<file path="src/rtl/rxfa_pkg.sv">
// Shared types for the receive frame sync aligner.
package rxfa_pkg;

    // Frame tracking state: idle, counting the delay, taking bits.
    typedef enum logic [1:0] {
        ST_IDLE = 2'd0,
        ST_WAIT = 2'd1,
        ST_RUN  = 2'd2
    } fr_state_t;

endpackage

</file>
<file path="src/rtl/rxfa_edge_sync.sv">
// Synchronizes bit clock, frame sync and data into the system clock
// through the same number of flops, then flags the bit-clock edges.
// Assumes the system clock is at least 4x the bit clock and that sync and
// data are stable around the edge that samples them.
module rxfa_edge_sync #(
    parameter int STAGES = 2
) (
    input  logic clk,
    input  logic rst_n,
    input  logic bclk_in,
    input  logic fsync_in,
    input  logic sdata_in,
    output logic s_fs,
    output logic s_dat,
    output logic bclk_rise,
    output logic bclk_fall
);
    localparam int NSIG = 3;

    logic [NSIG-1:0] stg [STAGES];
    logic            clk_prev;

    // Synchronizer chain: all three inputs see equal latency.
    always_ff @(posedge clk) begin
        if (!rst_n) begin
            for (int i = 0; i < STAGES; i++) stg[i] <= '0;
        end else begin
            stg[0] <= {bclk_in, fsync_in, sdata_in};
            for (int i = 1; i < STAGES; i++) stg[i] <= stg[i-1];
        end
    end

    // Previous synchronized bit-clock level, for edge detection.
    always_ff @(posedge clk) begin
        if (!rst_n) clk_prev <= 1'b0;
        else        clk_prev <= stg[STAGES-1][2];
    end

    assign s_fs      = stg[STAGES-1][1];
    assign s_dat     = stg[STAGES-1][0];
    assign bclk_rise =  stg[STAGES-1][2] & ~clk_prev;
    assign bclk_fall = ~stg[STAGES-1][2] &  clk_prev;

endmodule

</file>
<file path="src/rtl/rxfa_frame_ctl.sv">
// Finds frame starts on the sampled sync, counts the sync-to-data delay in
// data events and marks which data events carry frame bits.
// Assumes sync_evt and data_evt are single-cycle strobes of the chosen edges.
module rxfa_frame_ctl
    import rxfa_pkg::*;
#(
    parameter int DLY_W      = 3,
    parameter int FRAME_BITS = 32,
    parameter int CNT_W      = $clog2(FRAME_BITS + 1)
) (
    input  logic             clk,
    input  logic             rst_n,
    input  logic             sync_evt,
    input  logic             data_evt,
    input  logic             s_fs,
    input  logic             sync_low,
    input  logic             edges_differ,
    input  logic [DLY_W-1:0] delay,
    output logic             capture,
    output logic             restart,
    output logic             frame_start,
    output logic             sync_err,
    output logic [CNT_W-1:0] bit_cnt
);
    localparam int TW = DLY_W + 1;
    localparam logic [CNT_W-1:0] LAST_BIT = CNT_W'(FRAME_BITS - 1);

    fr_state_t        st;
    logic             fs_prev;
    logic             fs_act;
    logic             start;
    logic             last;
    logic [TW-1:0]    target;
    logic [TW-1:0]    wcnt;
    logic [CNT_W-1:0] base_cnt;

    assign fs_act  = s_fs ^ sync_low;
    assign start   = sync_evt & fs_act & ~fs_prev;
    assign restart = start;
    assign target  = {1'b0, delay} + TW'(edges_differ);

    // Previous sampled sync activity, updated only on sync edges.
    always_ff @(posedge clk) begin
        if (!rst_n)        fs_prev <= 1'b0;
        else if (sync_evt) fs_prev <= fs_act;
    end

    // Decide whether this cycle takes a frame bit.
    always_comb begin
        if (start)
            capture = (target == '0);
        else if (data_evt)
            capture = (st == ST_RUN) || (st == ST_WAIT && wcnt == TW'(1));
        else
            capture = 1'b0;
        base_cnt = start ? '0 : bit_cnt;
        last     = capture && (base_cnt == LAST_BIT);
    end

    // Frame state, delay countdown and bit count.
    always_ff @(posedge clk) begin
        if (!rst_n) begin
            st      <= ST_IDLE;
            wcnt    <= '0;
            bit_cnt <= '0;
        end else if (start) begin
            wcnt    <= target;
            bit_cnt <= capture ? CNT_W'(1) : '0;
            if (target != '0) st <= ST_WAIT;
            else              st <= last ? ST_IDLE : ST_RUN;
        end else if (capture) begin
            bit_cnt <= bit_cnt + CNT_W'(1);
            st      <= last ? ST_IDLE : ST_RUN;
        end else if (st == ST_WAIT && data_evt) begin
            wcnt <= wcnt - TW'(1);
        end
    end

    // Registered start and mid-frame error pulses.
    always_ff @(posedge clk) begin
        if (!rst_n) begin
            frame_start <= 1'b0;
            sync_err    <= 1'b0;
        end else begin
            frame_start <= start;
            sync_err    <= start && (st != ST_IDLE);
        end
    end

    assert_start_pulse_R6: assert property (@(posedge clk) disable iff (!rst_n)
        frame_start |=> !frame_start);
    assert_err_with_start_R9: assert property (@(posedge clk) disable iff (!rst_n)
        sync_err |-> frame_start);
    assert_cnt_bound_R8: assert property (@(posedge clk) disable iff (!rst_n)
        bit_cnt <= CNT_W'(FRAME_BITS));
    assert_cnt_cleared_R8: assert property (@(posedge clk) disable iff (!rst_n)
        frame_start |-> (bit_cnt <= CNT_W'(1)));

endmodule

</file>
<file path="src/rtl/rxfa_word_pack.sv">
// Packs frame bits MSB first into 8- or 16-bit words and strobes each
// completed word. Assumes restart marks a frame start and discards any
// partial word; a bit captured in the same cycle is the new first bit.
module rxfa_word_pack #(
    parameter int W_LONG  = 16,
    parameter int W_SHORT = 8
) (
    input  logic              clk,
    input  logic              rst_n,
    input  logic              capture,
    input  logic              restart,
    input  logic              bit_in,
    input  logic              wide,
    output logic [W_LONG-1:0] rx_word,
    output logic              word_valid
);
    localparam int WC_W = $clog2(W_LONG);
    localparam logic [W_LONG-1:0] SHORT_MASK = {{(W_LONG-W_SHORT){1'b0}}, {W_SHORT{1'b1}}};

    logic [W_LONG-1:0] sh, base_sh, nsh;
    logic [WC_W-1:0]   cnt, base_cnt, last_idx;

    // Operands for this cycle, cleared when a frame restarts.
    always_comb begin
        base_sh  = restart ? '0 : sh;
        base_cnt = restart ? '0 : cnt;
        nsh      = {base_sh[W_LONG-2:0], bit_in};
        last_idx = wide ? WC_W'(W_LONG - 1) : WC_W'(W_SHORT - 1);
    end

    // Shift register, fill count and output word.
    always_ff @(posedge clk) begin
        if (!rst_n) begin
            sh         <= '0;
            cnt        <= '0;
            rx_word    <= '0;
            word_valid <= 1'b0;
        end else begin
            word_valid <= 1'b0;
            if (capture) begin
                if (base_cnt == last_idx) begin
                    rx_word    <= wide ? nsh : (nsh & SHORT_MASK);
                    word_valid <= 1'b1;
                    sh         <= '0;
                    cnt        <= '0;
                end else begin
                    sh  <= nsh;
                    cnt <= base_cnt + WC_W'(1);
                end
            end else if (restart) begin
                sh  <= '0;
                cnt <= '0;
            end
        end
    end

    assert_valid_pulse_R7: assert property (@(posedge clk) disable iff (!rst_n)
        word_valid |=> !word_valid);
    assert_short_upper_R7: assert property (@(posedge clk) disable iff (!rst_n)
        (word_valid && !wide) |-> (rx_word[W_LONG-1:W_SHORT] == '0));

endmodule

</file>
<file path="src/rtl/rx_frame_aligner.sv">
// Top of the receive frame sync aligner: selects the sampling edges for
// sync and data, then ties the synchronizer, frame control and packer.
// Assumes configuration is static while out of reset.
module rx_frame_aligner #(
    parameter int DLY_W       = 3,
    parameter int FRAME_BITS  = 32,
    parameter int W_LONG      = 16,
    parameter int W_SHORT     = 8,
    parameter int SYNC_STAGES = 2,
    parameter int CNT_W       = $clog2(FRAME_BITS + 1)
) (
    input  logic              clk,
    input  logic              rst_n,
    input  logic              rx_bclk,
    input  logic              rx_fsync,
    input  logic              rx_sdata,
    input  logic              cfg_sync_fall,
    input  logic              cfg_data_fall,
    input  logic              cfg_sync_low,
    input  logic              cfg_word_wide,
    input  logic [DLY_W-1:0]  cfg_delay,
    output logic              frame_start,
    output logic [W_LONG-1:0] rx_word,
    output logic              word_valid,
    output logic              sync_err,
    output logic [CNT_W-1:0]  bit_cnt
);
    logic s_fs, s_dat, rise, fall;
    logic sync_evt, data_evt, capture, restart;

    rxfa_edge_sync #(.STAGES(SYNC_STAGES)) u_sync (
        .clk(clk), .rst_n(rst_n),
        .bclk_in(rx_bclk), .fsync_in(rx_fsync), .sdata_in(rx_sdata),
        .s_fs(s_fs), .s_dat(s_dat), .bclk_rise(rise), .bclk_fall(fall)
    );

    assign sync_evt = cfg_sync_fall ? fall : rise;
    assign data_evt = cfg_data_fall ? fall : rise;

    rxfa_frame_ctl #(.DLY_W(DLY_W), .FRAME_BITS(FRAME_BITS), .CNT_W(CNT_W)) u_ctl (
        .clk(clk), .rst_n(rst_n),
        .sync_evt(sync_evt), .data_evt(data_evt), .s_fs(s_fs),
        .sync_low(cfg_sync_low), .edges_differ(cfg_sync_fall ^ cfg_data_fall),
        .delay(cfg_delay),
        .capture(capture), .restart(restart),
        .frame_start(frame_start), .sync_err(sync_err), .bit_cnt(bit_cnt)
    );

    rxfa_word_pack #(.W_LONG(W_LONG), .W_SHORT(W_SHORT)) u_pack (
        .clk(clk), .rst_n(rst_n),
        .capture(capture), .restart(restart), .bit_in(s_dat),
        .wide(cfg_word_wide),
        .rx_word(rx_word), .word_valid(word_valid)
    );

    assert_capture_on_edge_R2: assert property (@(posedge clk) disable iff (!rst_n)
        capture |-> data_evt);

endmodule

</file>
<file path="config.mk">
export PLATFORM = sky130hd
export DESIGN_NAME = rx_frame_aligner
export DESIGN_NICKNAME = d
export VERILOG_FILES = /design/src/rtl/rxfa_pkg.sv /design/src/rtl/rxfa_edge_sync.sv /design/src/rtl/rxfa_frame_ctl.sv /design/src/rtl/rxfa_word_pack.sv /design/src/rtl/rx_frame_aligner.sv
export SDC_FILE = /design/constraint.sdc
export NUM_CORES = 1
export LEC_CHECK = 0
export BUFFER_PORTS_ARGS = -buffer_cell sky130_fd_sc_hd__buf_2
export CORE_MARGIN = 8
export CORE_UTILIZATION = 55
export CTS_BUF_LIST = sky130_fd_sc_hd__clkbuf_8
export DETAILED_ROUTE_END_ITERATION = 10
export PLACE_DENSITY = 0.77
export RECOVER_POWER = 50
export SYNTH_ARGS = -nofsm -noshare
export SYNTH_HDL_FRONTEND = slang
export SYNTH_SLANG_ARGS = --single-unit
</file>
<file path="constraint.sdc">
create_clock -name clk -period 3.7 [get_ports clk]
set_input_delay 0.37 -clock clk [delete_from_list [all_inputs] [get_ports clk]]
set_output_delay 0.37 -clock clk [all_outputs]
set_load 0.1 [all_outputs]
</file>
==> metrics.md <==
| Metric | Value |
|---|---|
| Run status | `completed` |
| Final cycle utilization of the critical path | `0.7024` |
| Number of DRC violations after detailed routing | `0` |
| Worst flop-to-flop path endpoint | `u_pack.cnt[0]` |
| Sinks on the clock net | `58` |
| Number of levels the H-tree was split into | `3` |
| Number of buffers added by the clock tree synthesis step | `9` |
| Worst-path cell chain | `inv_1, ha_1, nor3b_1, a21boi_1, clkbuf_1, nor2_1, a2111oi_0` |
| GPL Wtd Cong | `0.7883` |
| Capturing element type of the critical path | `flip-flop` |
| Final routed wire length divided by cell count | `15.23 µm` |
| Post-Synthesis Mean Instance Area | `8.796 µm²` |
| DP Worst Slack | `1091 ps` |
| Critical Path Max Stage Delay | `950 ps` |
| Critical-path cell with the highest stage delay | `clkbuf_1` |
| Post-cts sizing count | `0` |
| Starting Density | `0.5624` |
| Hold-fix buffers at CTS | `0` |
| Routed vias/inst | `6.057` |
| Maximum number of pins on one net before global-route repair | `42` |
| Total routed wirelength | `5.911 mm` |
| Critical path class | `flip-flop to flip-flop` |
| Mapped Cells | `approximately 300` |
| P per Cell Area | `~440 nW/µm²` |
| DPL Wire Length | `roughly 3.8 mm` |
| Net count reported at finish | `347` |
| Maximum resistive drop on vdd | `0.2945 mV` |
| Worst Path Buf+Inv | `2` |
| Hold Worst Slack | `between 200 and 250 ps` |
| Flip-flop and latch count after synthesis | `58` |
| Period minus WS final | `2599 ps` |
| First DRT Iteration DRCs | `244` |
| Area Growth Syn to Fin | `15.28%` |
| Via count of the first global-routing pass | `around 2200` |
| Measured slew at the worst slew-check pin | `1281 ps` |
| Cell type with the largest total area after synthesis | `dfxtp_1` |
| Unrepaired setup endpoints after global routing | `no` |
| Final-layout fill cell count | `407` |
| Kind of cell adding the most delay to the critical path | `buffers and inverters` |
| CTS tree | `built` |
| Worst hold path startpoint | `rx_bclk` |
| Worst reg-to-reg setup slack | `1100 ps` |
| Final Hold Fails | `0` |
| Yosys warnings | `0` |
| Inserted Diodes | `0` |
| Die area | `approximately 7000 µm²` |
| Worst r2r path cells | `7` |
| CTS Root Buffer Type | `clkbuf_8` |
| Commonest register cell after synthesis | `dfxtp_1` |
| Syn Nets | `314` |
| Worst reg2reg path startpoint | `u_ctl.wcnt[1]` |
| Final critical-path setup slack | `1101 ps` |
| Sequential cell area | `1161 µm²` |
| Area used by multi-input combinational logic | `1295 µm²` |
| Synth cell types | `47` |
| Worst hold path class | `input port to flip-flop` |
| Die boundary width | `~85 µm` |
| Number of setup buffers added after CTS | `0` |
| Io pins | `37` |
| Port-buffer cells | `36` |
| Clock latency reported for the late side of the worst-skew pair | `about 340 ps` |
| Core ar. | `4629 µm²` |
| Number of standard-cell rows in the floorplan | `25` |
| Normalized max-slew margin | `0.1461` |
| Worst endpoint required time | `approximately 4000 ps` |
| Nature of the critical path startpoint | `flip-flop` |
| Setup TNS | `0 ps` |
| Area share of the largest cell type after synthesis | `0.4459` |
| # Max-Cap Violations | `0` |
| Highest attainable clock frequency | `around 0.38 GHz` |
| Initial DRT Pass Iterations | `4` |
| Final setup violating endpoints | `0` |
| Grt ovf | `0` |
| Share of the yosys chip area belonging to registers | `0.4459` |
| Area of the mapped netlist | `approximately 2600 µm²` |
| Signal arrival time at the worst endpoint | `2810 ps` |
| Ratio of cells with drive above 1 in the final layout | `0.1138` |
| Proportion of synthesized flip-flops having asynchronous set or reset | `0` |
| Number of synthesized flops with an enable pin | `0` |
| Count of vias placed by the detailed router | `~2400` |
| Die Span Y | `84.81 µm` |
| Cell count of the worst hold path | `2` |
| First-pass GRT wire length | `roughly 10 mm` |
| Static leakage power | `1.036 nW` |
| Antenna viol nets, final | `0` |
| Dominant cells by area after synthesis | `dfxtp_1, a21oi_1, nand4_1` |
| Overall fraction of global-route tracks in use | `0.1712` |
| Clock tree skew after final layout | `8.736 ps` |
| Largest driver fanout on the critical path | `31` |
| Buffer levels on the longest clock path | `2` |
| Clock-pin transition on the worst setup and hold timing paths | `60 ps` |
| Max-slew violation count | `0` |
| Number of antenna violations at the first check in global routing | `0` |
| Min-Delay Endpoint | `u_sync.stg[0][2]` |
==> Yosys cell counts (3+ instances only) <==
| cell | instances |
|---|---|
| nor2_1 | 5 |
| xor2_1 | 4 |
| a211oi_1 | 3 |
| clkbuf_1 | 19 |
| and2_1 | 10 |
| ha_1 | 6 |
| nor3b_1 | 3 |
| or4_1 | 4 |
| o211ai_1 | 4 |
| a31oi_1 | 3 |
| o211a_1 | 3 |
| nor3_1 | 4 |
| nand3_1 | 13 |
| inv_1 | 12 |
| dfxtp_1 | 58 |
| mux2i_1 | 8 |
| o22ai_1 | 8 |
| nand4_1 | 20 |
| a21oi_1 | 25 |
| o21ai_0 | 21 |
| o31ai_1 | 4 |
| nand2_1 | 23 |
==> sequential cells by signal, indices dropped and copies added, names as in the netlist <==
register / count
u_pack.sh: 15
u_ctl.bit_cnt: 6
u_ctl.frame_start: 1
u_pack.rx_word: 16
u_ctl.wcnt: 4
u_pack.cnt: 4
u_sync.stg: 6
u_ctl.st: 2
u_ctl.sync_err: 1
u_ctl.fs_prev: 1
u_sync.clk_prev: 1
u_pack.word_valid: 1
==> power breakdown <==
group	total [mW]	switching, mW	internal [mW]
registers	0.635	0.00441	0.631
clock network	0.629	0.245	0.384
logic	0.0675	0.0466	0.0209
==> metrics by stage <==
stage | cell area (µm²) | util | std cells | total power, mW
floorplan | 2604 | - | 296 | 0.6956
global placement | 2813 | 0.6076 | 372 | 0.7142
detailed placement | 2813 | 0.6076 | 372 | 0.7158
CTS | 3037 | 0.6559 | 388 | 1.341
global route | 3002 | 0.6484 | 388 | 1.378
finish | 3002 | 0.6484 | 388 | 1.332
==> worst register-to-register path, cell delays in order (launching register included) <==
cell,delay [ps]
dfxtp_1,350
inv_1,70
ha_1,180
nor3b_1,170
a21boi_1,130
clkbuf_1,950
nor2_1,190
a2111oi_0,450
==> metal layers <==
layer  up-vias  routed length [µm]  GRT usage
met1      1107                2744     0.1956
met5         -                   0          0
met2        73                2709     0.2770
li1       1155                   -          -
met4         0                 124    0.08738
met3        15                 331    0.05854
==> worst max-delay path by stage <==
| stage | slack [ps] | start | cells past startpoint | to |
|---|---|---|---|---|
| 2_1_floorplan | 910 | cfg_sync_fall | 9 | u_pack.rx_word[7] |
| 3_3_place_gp | 1190 | cfg_sync_fall | 11 | u_pack.rx_word[6] |
| 3_5_place_dp | 1090 | cfg_sync_fall | 11 | u_pack.rx_word[6] |
| 4_1_cts | 1180 | u_sync.stg[0][5] | 10 | u_pack.rx_word[6] |
| 5_1_grt | 860 | u_ctl.wcnt[1] | 7 | u_pack.cnt[0] |
| 6_report | 1100 | u_ctl.wcnt[1] | 7 | u_pack.cnt[0] |
==> cells by family (layout without fill, tap and decap cells) <==
family	after synthesis	count (layout)	synth area share
XOR/XNOR	6	6	0.02018
multiplexers	8	8	0.03076
buffers and inverters	35	73	0.05670
flip-flops	58	58	0.4459
adder cells (fa/ha/maj)	6	6	0.02883
AO/OA/AOI/OAI	83	83	0.1975
AND/OR/NAND/NOR	100	100	0.2201
==> area by class of cell <==
| class | count | area share |
|---|---|---|
| sequential | 58 | 0.3868 |
| multi-input combinational | 203 | 0.4314 |
| clock inverter | 3 | 0.01501 |
| clock buffer | 13 | 0.05961 |
| timing repair buffer | 44 | 0.06836 |
| tap | 54 | 0.02251 |
| inverter | 13 | 0.01626 |
==> cells in the final DEF, fill, tap and decap left out, types with 3 or more instances in the layout <==
cell type,instances
a21oi_1,25
inv_1,12
nor3b_1,3
a31oi_1,3
nor3_1,4
o211a_1,3
buf_4,7
o31ai_1,4
a211oi_1,3
ha_1,6
o22ai_1,8
o211ai_1,4
and2_1,9
nor2_1,5
xor2_1,4
clkbuf_8,13
nand4_1,20
buf_2,11
mux2i_1,8
nand3_1,13
o21ai_0,21
clkbuf_1,26
nand2_1,23
or4_1,4
dfxtp_1,58
No activity file was read; power rests on OpenSTA's default activity.
